===== config.mk =====
export PLATFORM = sky130hd
export DESIGN_NAME = gpio_pdr
export DESIGN_NICKNAME = d
export VERILOG_FILES = /design/src/rtl/pdr_pkg.sv /design/src/rtl/pdr_sync.sv /design/src/rtl/pdr_store.sv /design/src/rtl/pdr_padmux.sv /design/src/rtl/gpio_pdr.sv
export SDC_FILE = /design/constraint.sdc
export NUM_CORES = 1
export LEC_CHECK = 0
export ABC_AREA = 1
export BUFFER_PORTS_ARGS = -buffer_cell sky130_fd_sc_hd__buf_2
export CORE_MARGIN = 5
export CORE_UTILIZATION = 40
export DETAILED_ROUTE_END_ITERATION = 12
export GPL_TIMING_DRIVEN = 0
export HOLD_SLACK_MARGIN = 0.1
export PLACE_DENSITY = 0.76
export SLEW_MARGIN = 5
export SYNTH_ARGS = -nofsm -noshare
export SYNTH_HDL_FRONTEND = slang
export SYNTH_SLANG_ARGS = --single-unit

===== constraint.sdc =====
create_clock -name clk -period 2.2 [get_ports clk]
set_input_delay 0.33 -clock clk [delete_from_list [all_inputs] [get_ports clk]]
set_output_delay 0.33 -clock clk [all_outputs]
set_load 0.02 [all_outputs]

===== src/rtl/pdr_pkg.sv =====
package pdr_pkg;

    typedef enum logic [1:0] {
        PF_GPIO    = 2'b00,
        PF_PATTERN = 2'b01,
        PF_PERIPH  = 2'b10,
        PF_SPARE   = 2'b11
    } pin_fn_e;

    typedef struct packed {
        logic drive;        // pad output enable
        logic from_pattern; // pad data taken from pattern source
        logic lock;         // bus writes ignored
    } pin_ctl_t;

    function automatic pin_ctl_t decode_pin(input logic [1:0] code,
                                            input logic       is_out,
                                            input logic       nxt_en);
        pin_ctl_t c;
        pin_fn_e  f;
        f              = pin_fn_e'(code);
        c.drive        = is_out && ((f == PF_GPIO) || (f == PF_PATTERN));
        c.from_pattern = (f == PF_PATTERN);
        c.lock         = (f == PF_PATTERN) && nxt_en;
        return c;
    endfunction

endpackage


===== src/rtl/pdr_sync.sv =====
module pdr_sync #(
    parameter int W = 16
) (
    input  logic         clk,
    input  logic         clr,
    input  logic         hold,
    input  logic [W-1:0] d,
    output logic [W-1:0] q
);
    logic [W-1:0] stage1;
    logic [W-1:0] stage2;

    always_ff @(posedge clk) begin
        if (clr) begin
            stage1 <= '0;
            stage2 <= '0;
        end else if (!hold) begin
            stage1 <= d;
            stage2 <= stage1;
        end
    end

    assign q = stage2;
endmodule


===== src/rtl/pdr_store.sv =====
module pdr_store #(
    parameter int W      = 16,
    parameter int LANE_W = 8,
    localparam int NL    = W / LANE_W
) (
    input  logic          clk,
    input  logic          por_rst,
    input  logic          wr_en,
    input  logic [NL-1:0] wr_be,
    input  logic [W-1:0]  wr_data,
    input  logic [W-1:0]  lock,
    output logic [W-1:0]  q
);
    logic [W-1:0] bit_we;

    for (genvar b = 0; b < W; b++) begin : g_we
        assign bit_we[b] = wr_en && wr_be[b / LANE_W] && !lock[b];
    end

    always_ff @(posedge clk) begin
        if (por_rst) begin
            q <= '0;
        end else begin
            q <= (q & ~bit_we) | (wr_data & bit_we);
        end
    end
endmodule


===== src/rtl/pdr_padmux.sv =====
module pdr_padmux
    import pdr_pkg::*;
#(
    parameter int W = 16
) (
    input  logic [W-1:0]   dir_out,
    input  logic [2*W-1:0] fn_sel,
    input  logic [W-1:0]   pat_en,
    input  logic [W-1:0]   pat_data,
    input  logic [W-1:0]   store_q,
    input  logic [W-1:0]   pin_sync,
    output logic [W-1:0]   rd_data,
    output logic [W-1:0]   pad_out,
    output logic [W-1:0]   pad_oe,
    output logic [W-1:0]   lock
);
    pin_ctl_t ctl [W];

    for (genvar i = 0; i < W; i++) begin : g_pin
        assign ctl[i]     = decode_pin(fn_sel[2*i +: 2], dir_out[i], pat_en[i]);
        assign rd_data[i] = dir_out[i] ? store_q[i] : pin_sync[i];
        assign pad_oe[i]  = ctl[i].drive;
        assign pad_out[i] = ctl[i].from_pattern ? pat_data[i] : store_q[i];
        assign lock[i]    = ctl[i].lock;
    end
endmodule


===== src/rtl/gpio_pdr.sv =====
module gpio_pdr #(
    parameter int PW     = 16,
    parameter int LANE_W = 8,
    localparam int NL    = PW / LANE_W
) (
    input  logic            clk,
    input  logic            por_rst,
    input  logic            man_rst,
    input  logic            lp_mode,
    input  logic            wr_en,
    input  logic [NL-1:0]   wr_be,
    input  logic [PW-1:0]   wr_data,
    output logic [PW-1:0]   rd_data,
    input  logic [PW-1:0]   dir_out,
    input  logic [2*PW-1:0] fn_sel,
    input  logic [PW-1:0]   pat_en,
    input  logic [PW-1:0]   pat_data,
    input  logic [PW-1:0]   pin_in,
    output logic [PW-1:0]   pad_out,
    output logic [PW-1:0]   pad_oe
);
    logic [PW-1:0] store_q;
    logic [PW-1:0] pin_sync;
    logic [PW-1:0] lock;
    logic          sync_clr;

    assign sync_clr = por_rst || man_rst;

    pdr_sync #(.W(PW)) u_sync (
        .clk  (clk),
        .clr  (sync_clr),
        .hold (lp_mode),
        .d    (pin_in),
        .q    (pin_sync)
    );

    pdr_store #(.W(PW), .LANE_W(LANE_W)) u_store (
        .clk     (clk),
        .por_rst (por_rst),
        .wr_en   (wr_en),
        .wr_be   (wr_be),
        .wr_data (wr_data),
        .lock    (lock),
        .q       (store_q)
    );

    pdr_padmux #(.W(PW)) u_mux (
        .dir_out  (dir_out),
        .fn_sel   (fn_sel),
        .pat_en   (pat_en),
        .pat_data (pat_data),
        .store_q  (store_q),
        .pin_sync (pin_sync),
        .rd_data  (rd_data),
        .pad_out  (pad_out),
        .pad_oe   (pad_oe),
        .lock     (lock)
    );
endmodule


Yosys cells after proc, flatten, opt, wreduce, memory -nomap -nowiden. Index checks and enable logic that the tools add are counted.

Eq/ne operators: 16. Mux-type cells: 32. Bitwise operators: 4. Reduce and logical (&&, ||, !) cells: 99.

Operator list (count): $logic_and 1x1->1 (50); $and 16x16->16 (2); $eq 2x1->1 const B (16); $logic_not 2->1 (16); $mux 1 (32); $logic_or 1x1->1 (17); $logic_not 1->1 (16); $not 16->16 (1); $or 16x16->16 (1).

Bits in registers: 48. Output and inout bits: 48. Word-level logic and storage cells: 154.

Longest topological paths before layout. Gate-level depths: netlist of the first run.

Depth after elaboration: 7. Gate-level depth with buffers: 6.

Hierarchy. Synthesis of the first run repeated with hierarchy kept, for this count alone.

Cell total of the unflattened synthesis: 532. Area, all modules: 3251.9 um^2.

By module, submodules not included: pdr_sync (times used 1, cells each 203, area each 1587.8 um^2, seq. area each 640.6 um^2); pdr_store (times used 1, cells each 134, area each 872.1 um^2, seq. area each 320.3 um^2); pdr_padmux (times used 1, cells each 192, area each 780.7 um^2, seq. area each 0.0 um^2); gpio_pdr (times used 1, cells each 3, area each 11.3 um^2, seq. area each 0.0 um^2).

Worst setup path after synthesis of the first run. Ideal clock, no wire load.

Kind: input to output. Start point: input fn_sel[1]. End point: output pad_out[0]. Arrival: 827 ps. Required time: 1870 ps. Slack: 1043 ps. Stages: 3. Path buffers: 0. Path through: inv_1 > a21oi_1 > a31oi_1.

Cells in the longest elaborated chain, start to end: 2.

Ends and longest elaborated chain: start: declaration (RTL line gpio_pdr.sv:15) `input logic [2*PW-1:0] fn_sel,`; $eq 2x1->1 (RTL line pdr_pkg.sv:23) `c.from_pattern = (f == PF_PATTERN);`; $mux 1 (RTL line pdr_padmux.sv:23) `assign pad_out[i] = ctl[i].from_pattern ? pat_data[i] : store_q[i];`; end: declaration (RTL line gpio_pdr.sv:19) `output logic [PW-1:0] pad_out,`.

No other way between the ends.

==> results.cfg, run 1 <==
[outcome]
status = complete, no violations

[global_route]
antenna_found_initial = 0
grt_pass1_wl_um = 12120
use_met3_pct = 2.893
overflow = 0
grt_use_met2_pct = 32.69
grt.total_usage_pct = 17.25
grt_pass1_vias = 2804
grt_max_degree = 15
met1_usage_pct = 19.68
grt-busiest-layer = met2

[placement]
dp_hpwl_um = 6347
place_congestion = 0.8124
place_area_sq_um = 3546
dp_cells = 647
dp_slack_ps = 945.7
port-buffer-count = 165

[clocking]
post_cts_buffers = 0
cts_resized = 0
cts_sinks = 48
cts_tree = done
root_buffer = clkbuf_8
clk_pin_slew_ps = 80
postCtsHoldBufs = 0
htreeDepth = 2
numCtsBuffers = 5
clk_latency_ps = 290
clk_path_buf_depth = 2

[power_and_ir_drop]
clock_power_share_pct = 30.7
switching_share_pct = 28.46
p_int_w = 0.001434
p_per_area_nw_per_um2 = 548.5
pwr-share-comb_pct = 23.4
switchingPower_w = 0.0005703
power.share.sequential_pct = 46.0
p_leak_nw = 2.011
vdd_drop_max_mv = 0.3743

[worst_setup_path]
required_ps = 1870
slowest_delay_ps = 360
worstSetupPathType = reg -> out
path_cells = a21oi_1 > a31oi_1 > buf_2
critPathLaunchType = flop
crit_fanout = 3
rr_worst_depth = 2
r2r_slack_ps = 1550
crit_path_end_kind = output port
arrival_ps = 1030
reg2reg_to = u_sync.q[7]
slowest_stage = dfxtp_1
reg2reg_from = u_sync.q[7]

[yosys]
ys_seq_elements = 48
yosysUniqueCellTypes = 13
synth_area_leader_cell = dfxtp_1
synth_warnings = 0
synth_top_area_share_pct = 36.62
synth_area_leaders = dfxtp_1 37%, nand2_1 19%, a21oi_2 10%
post_synth.cell_area_avg_sq_um = 6.478
synth_fp_nets = 524
synth-seq-area-share_pct = 36.62
synth_area_sq_um = 2624
synthCells = 405

[floorplan]
chipWidth_um = 90.99
dieArea_sq_um = 8279
start_util_pct = 41.32
rows = 29
fp.coreArea_sq_um = 6350
die_h_um = 90.99
num_io_pins = 167

[cells_and_area]
area_growth_pct = 39.25
final_cell_mix = 173 x buf_2, 130 x nand2_1, 67 x inv_1
drive_above_1_share_pct = 37.54
final_common_cell = buf_2
layout.cells.non_filler = 655
diodes = 0
postLayoutCellArea_sq_um = 3654
nNetsFinal = 696

[min_path]
hold_path.class = in -> reg
hold_path_startpoint = pin_in[10]
whs_path_depth = 3
worstHoldEndpoint = u_sync.stage1[10]

[drt]
wirelength_um = 7610
drtAntennaViolNets = 0
vias = 3050
firstDrtPassIters = 4
wl_per_cell_um = 11.62
via_per_inst = 4.656
drcViolationCount = 0
drt_iter0_drc = 62

[timing]
fmax_mhz = 733.1
max_slew.worst_pin.slew_ps = 276.6
worst_slack_ps = 835.9
rsz0062_at_grt = no
slew_headroom_pct = 81.54
min_period_over_period_pct = 62.00
fin_skew_ps = 1.290
setup-tns-final_ps = 0
finalMaxSlewViolations = 0
hold_violations = 0
setup_viol_count_final = 0
finalCriticalPeriod_ps = 1364

[run]
drv_cap = 0
-- worst max-delay path by stage --
stage / startpoint / end / slack, ps / cells after the start
2_1_floorplan: fn_sel[1] / pad_out[0] / 1040 / 3
3_3_place_gp: wr_en / flop / 960 / 7
3_5_place_dp: wr_en / flop / 950 / 7
4_1_cts: flop / pad_out[2] / 810 / 3
5_1_grt: flop / pad_out[0] / 730 / 3
6_report: flop / pad_out[2] / 840 / 3
-- cells in the mapped netlist, drive strengths merged --
cell type and n:
a21oi 64, nor2 32, a31oi 16, nand3 32
nand2 130, dfxtp 48, or2 1, buf 14
inv 68
-- through the flow --
stage | util (%) | hold WS [ps] | total power (W)
2_1_floorplan | - | 432.9 | 0.001203
3_3_place_gp | 55.84 | 449.8 | 0.001400
3_5_place_dp | 55.84 | 451.9 | 0.001412
4_1_cts | 57.54 | 267.1 | 0.002029
5_1_grt | 57.54 | 268.7 | 0.002117
6_report | 57.54 | 277.8 | 0.002004
-- power groups by stage --
stage / clock network [W] / logic [W] / registers [W]
after floorplan: 0 / 0.000268 / 0.000935
after global placement: 0 / 0.000459 / 0.000941
after detailed placement: 0 / 0.000471 / 0.000941
after CTS: 0.000636 / 0.000472 / 0.000921
after global routing: 0.000672 / 0.000520 / 0.000925
final: 0.000615 / 0.000468 / 0.000921
-- layout make-up --
| class | count | area (sq um) |
|---|---|---|
| Timing Repair Buffer | 165 | 825.8 |
| Buffer | 14 | 100.1 |
| Sequential cell | 48 | 960.9 |
| Clock buffer | 6 | 72.57 |
| Inverter | 68 | 255.2 |
| Tap cell | 77 | 96.34 |
| Clock inverter | 2 | 35.03 |
| Fill cell | 626 | 2696 |
| Multi-Input combinational cell | 275 | 1308 |
-- logic make-up (layout without fill, tap and decap cells) --
logic type             count (synthesis)  in the layout  share of synthesized area, %
AOI/OAI and AO/OA                     80             80                         20.31
and+or+nand+nor                      195            195                         29.52
buffers and inverters                 82            255                         13.54
DFF                                   48             48                         36.62
-- routing by layer --
| layer | part of all wire, % | routed length [um] | up-vias |
|---|---|---|---|
| li1 | - | - | 1615 |
| met1 | 43 | 3247 | 1352 |
| met2 | 51 | 3855 | 76 |
| met3 | 5.6 | 423 | 7 |
| met4 | 1.1 | 84 | 0 |
| met5 | 0 | 0 | - |
-- critical path, delay by kind of cell (launching register included) --
family / cells / cell delay [ps]
flops: 1 / 360
buf+inv: 1 / 190
compound gates: 2 / 200
(Power assumes the default switching activity.)
==> inputs of run 2 (changes only) <==
- CORE_UTILIZATION: 40 -> 39
- PLACE_DENSITY: 0.76 -> 0.77
- clock period: 2.2 -> 1.2 ns (I/O delays scaled with it)
==> results.cfg, run 2 (synthesis gave the netlist of run 1 again) <==
[outcome]
status = finished, violations left
violations = setup timing

[power_and_ir_drop]
vdd_drop_max_mv = 0.7376
p_per_area_nw_per_um2 = 955.5
p_leak_nw = 2.032

[floorplan]
die_h_um = 92.02
start_util_pct = 40.62
chipWidth_um = 92.02
dieArea_sq_um = 8468
num_io_pins = 167
fp.coreArea_sq_um = 6459
rows = 29

[timing]
fmax_mhz = 823.2
setup_viol_count_final = 1
fin_skew_ps = 3.209
finalCriticalPeriod_ps = 1215
worst_slack_ps = -14.72
rsz0062_at_grt = yes
finalMaxSlewViolations = 0
max_slew.worst_pin.slew_ps = 287.2
min_period_over_period_pct = 101.2
slew_headroom_pct = 80.83
hold_violations = 0

[worst_setup_path]
worstSetupPathType = reg -> out
crit_fanout = 3
rr_worst_depth = 3
arrival_ps = 1030
crit_path_end_kind = output port
r2r_slack_ps = 480
required_ps = 1020
critPathLaunchType = flop

[cells_and_area]
final_common_cell = buf_2
final_cell_mix = 158 x buf_2, 129 x nand2_1, 67 x inv_1
area_growth_pct = 43.59
drive_above_1_share_pct = 42.93
diodes = 0
nNetsFinal = 698
fill_cells = 640
layout.cells.non_filler = 657

[global_route]
grt_pass1_vias = 3019
antenna_found_initial = 0
grt.total_usage_pct = 18.22
grt_pass1_wl_um = 12970
grt_max_degree = 15
overflow = 0

[clocking]
clk_pin_slew_ps = 90
cts_sinks = 48
root_buffer = clkbuf_8
htreeDepth = 2
clk_latency_ps = 290
cts_tree = done
numCtsBuffers = 5
clk_path_buf_depth = 2
postCtsHoldBufs = 0

[placement]
dp_slack_ps = 113.2
port-buffer-count = 165
dp_cells = 647
place_congestion = 0.8501
dp_hpwl_um = 6569

[drt]
drcViolationCount = 0
wl_per_cell_um = 12.17
drtAntennaViolNets = 0
wirelength_um = 7998
firstDrtPassIters = 4
via_per_inst = 4.744
vias = 3117
drt_iter0_drc = 50

[min_path]
whs_path_depth = 3
hold_path_startpoint = pin_in[9]
worstHoldEndpoint = u_sync.stage1[9]
hold_path.class = in -> reg

[run]
drv_cap = 0
run 2: cell count changes in the layout (fill, tap and decap cells not counted), sizes merged:
| cell | before | now |
|---|---|---|
| clkbuf | 6 | 7 |
| clkinv | 1 | 0 |
| bufinv | 1 | 0 |
| buf | 179 | 181 |
| clkinvlp | 0 | 1 |
run 2: per-stage QoR:
| stage | setup TNS [ps] | instance area, sq um | total power, W | hold WS (ps) | utilization (%) |
|---|---|---|---|---|---|
| after global routing | -526.2 | 3767 | 0.003812 | 112.1 | 58.33 |
| after detailed placement | 0 | 3546 | 0.002594 | 441.0 | 54.90 |
| final | -14.72 | 3767 | 0.003600 | 127.0 | 58.33 |
| after floorplan | 0 | 2624 | 0.002205 | 331.8 | - |
| after CTS | 0 | 3679 | 0.003602 | 120.1 | 56.95 |
| after global placement | 0 | 3546 | 0.002567 | 439.6 | 54.90 |
run 2: where the power goes:
part	internal, W	switching [W]
logic	0.000402	0.000516
clock network	0.000469	0.000512
registers	0.00166	0.0000446
run 2: worst max-delay path by stage:
stage	from	endpoint	slack, ps	cells past startpoint
2_1_floorplan	flop	pad_out[0]	280	2
3_3_place_gp	wr_en	flop	120	7
3_5_place_dp	por_rst	flop	110	5
4_1_cts	flop	pad_out[1]	3	3
5_1_grt	flop	pad_out[9]	-110	3
6_report	flop	pad_out[9]	-10	3
run 2: metal layers:
| layer | vias to the layer above | global-route usage (%) | routed length, um |
|---|---|---|---|
| li1 | 1624 | - | - |
| met5 | - | 0 | 0 |
| met3 | 15 | 3.028 | 379 |
| met1 | 1401 | 20.04 | 3098 |
| met2 | 77 | 35.40 | 4397 |
| met4 | 0 | 5.569 | 123 |
run 2: cell type report:
type | instances | area, sq um | share of cell area, %
timing repair buffer | 167 | 882.1 | 23.41
buffer | 14 | 100.1 | 2.657
clock inverter | 1 | 7.507 | 0.1993
sequential | 48 | 980.9 | 26.04
inverter | 68 | 255.2 | 6.775
tap | 77 | 96.34 | 2.557
clock buffer | 7 | 86.33 | 2.292
multi-input combinational | 275 | 1359 | 36.07
run 2: what timing repair did:
action	CTS	global route
setup buffers	0	2
pin swaps	0	1
cloned	0	0
resized for setup	20	26
endpoints found under the setup margin	12	15
run 2: critical path, cell delays in order, from the launching register on:
cell and delay, ps:
dfxtp_2 360, a21oi_2 40, a31oi_1 170, buf_4 180
==> inputs of run 3 (changes only) <==
- SETUP_SLACK_MARGIN: default -> 0.5
==> results.cfg, run 3 (synthesis gave the netlist of run 1 again) <==
[outcome]
status = complete, no violations

[worst_setup_path]
critPathLaunchType = flop
worstSetupPathType = reg -> out
arrival_ps = 1020
required_ps = 1020
crit_fanout = 3
crit_path_end_kind = output port

[cells_and_area]
final_common_cell = buf_2
drive_above_1_share_pct = 65.99
diodes = 0
postLayoutCellArea_sq_um = 5004
post-route-util_pct = 77.47
area_growth_pct = 90.70
final_cell_mix = 92 x buf_2, 90 x nand2_1, 83 x buf_6
layout.cells.non_filler = 665
nNetsFinal = 706

[power_and_ir_drop]
switching_share_pct = 30.97
p_per_area_nw_per_um2 = 853.6
pwr-share-comb_pct = 33.0
switchingPower_w = 0.001323
power.share.sequential_pct = 40.0
vdd_drop_max_mv = 0.6817
p_leak_nw = 2.265
clock_power_share_pct = 27.0
p_int_w = 0.002949

[clocking]
cts_tree = done
postCtsHoldBufs = 0
root_buffer = clkbuf_8
clk_path_buf_depth = 2
numCtsBuffers = 5
htreeDepth = 2
cts_sinks = 48
clk_latency_ps = 300
clk_pin_slew_ps = 90

[timing]
setup_viol_count_final = 0
fmax_mhz = 833.4
timing.hold.ws_ps = 121.1
slew_headroom_pct = 84.31
fin_skew_ps = 7.531
finalCriticalPeriod_ps = 1200
hold_violations = 0
rsz0062_at_grt = yes
setup-tns-final_ps = 0
max_slew.worst_pin.slew_ps = 235.3
min_period_over_period_pct = 99.99
finalMaxSlewViolations = 0

[placement]
place_area_sq_um = 3956
dp_hpwl_um = 6635
port-buffer-count = 165
place_congestion = 0.8256
dp_cells = 647

[drt]
drcViolationCount = 0
firstDrtPassIters = 4
drtAntennaViolNets = 0
via_per_inst = 4.949
wl_per_cell_um = 14.72
wirelength_um = 9786
drt_iter0_drc = 90
vias = 3291

[run]
drv_cap = 0

[floorplan]
die_h_um = 92.02
start_util_pct = 40.62
chipWidth_um = 92.02
dieArea_sq_um = 8468
rows = 29
fp.coreArea_sq_um = 6459
num_io_pins = 167

[global_route]
antenna_found_initial = 0
overflow = 0
grt.total_usage_pct = 20.28
grt_pass1_vias = 3120
grt_max_degree = 16
grt_pass1_wl_um = 14150

[min_path]
hold_path.class = in -> reg
-- run 3: cell types whose count changed in the layout (fill, tap and decap cells not counted), moves of 16 or more --
| cell | before | now |
|---|---|---|
| buf_6 | 5 | 83 |
| a31oi_1 | 16 | 0 |
| inv_2 | 1 | 25 |
| nand2_2 | 1 | 37 |
| nand2_1 | 129 | 90 |
| buf_2 | 158 | 92 |
| inv_1 | 67 | 33 |
-- run 3: through the flow --
stage                     setup WS, ps  power, W
after floorplan                  387.7  0.002364
after CTS                        16.12  0.004104
final                          0.09193  0.004271
after global routing            -59.04  0.004485
after global placement           167.1  0.002750
after detailed placement         141.5  0.002780
-- run 3: final timing paths --
| check | from | to | slack [ps] | depth (start not counted) |
|---|---|---|---|---|
| worst max-delay path | flop | pad_out[0] | 0.09 | 3 |
| worst min-delay path | pin_in[9] | u_sync.stage1[9] | 120 | 3 |
| worst max register to register | flop | flop | 380 | 4 |
| worst min register to register | u_sync.stage1[8] | u_sync.q[8] | 460 | 2 |
-- run 3: power groups by stage --
| stage | logic (W) | clock network [W] | registers [W] |
|---|---|---|---|
| 3_5_place_dp | 0.00104 | 0 | 0.00174 |
| 4_1_cts | 0.00122 | 0.00117 | 0.00171 |
| 2_1_floorplan | 0.000634 | 0 | 0.00173 |
| 6_report | 0.00141 | 0.00115 | 0.00171 |
| 5_1_grt | 0.00151 | 0.00126 | 0.00172 |
| 3_3_place_gp | 0.00101 | 0 | 0.00174 |
-- run 3: cell type report --
| type | count | area, sq um |
|---|---|---|
| Fill cell | 431 | 1455 |
| Tap cell | 77 | 96.34 |
| Sequential cell | 48 | 1030 |
| Inverter | 68 | 281.5 |
| Clock inverter | 3 | 42.54 |
| Timing Repair Buffer | 175 | 1433 |
| Buffer | 14 | 112.6 |
| Clock buffer | 5 | 68.82 |
| Multi-Input combinational cell | 275 | 1939 |
-- run 3: repair_timing --
action                                  in CTS  in global routing
pin swaps                                   41                 39
buffers inserted                             3                  7
endpoints found under the setup margin      58                 59
gates cloned                                 0                  0
gates resized for setup                    139                124
endpoints found under the hold margin        0                  0
-- run 3: layer usage --
layer | GRT usage [%] | part of all wire [%]
met1 | 22.75 | 36
met2 | 38.50 | 56
met3 | 3.519 | 5.2
met4 | 6.683 | 2.2
met5 | 0 | 0
-- run 3: worst max-delay path, cell delays in order, from the launching register on --
cell and delay, ps:
dfxtp_2 360, a21oi_2 40, a31oi_2 150, buf_4 170
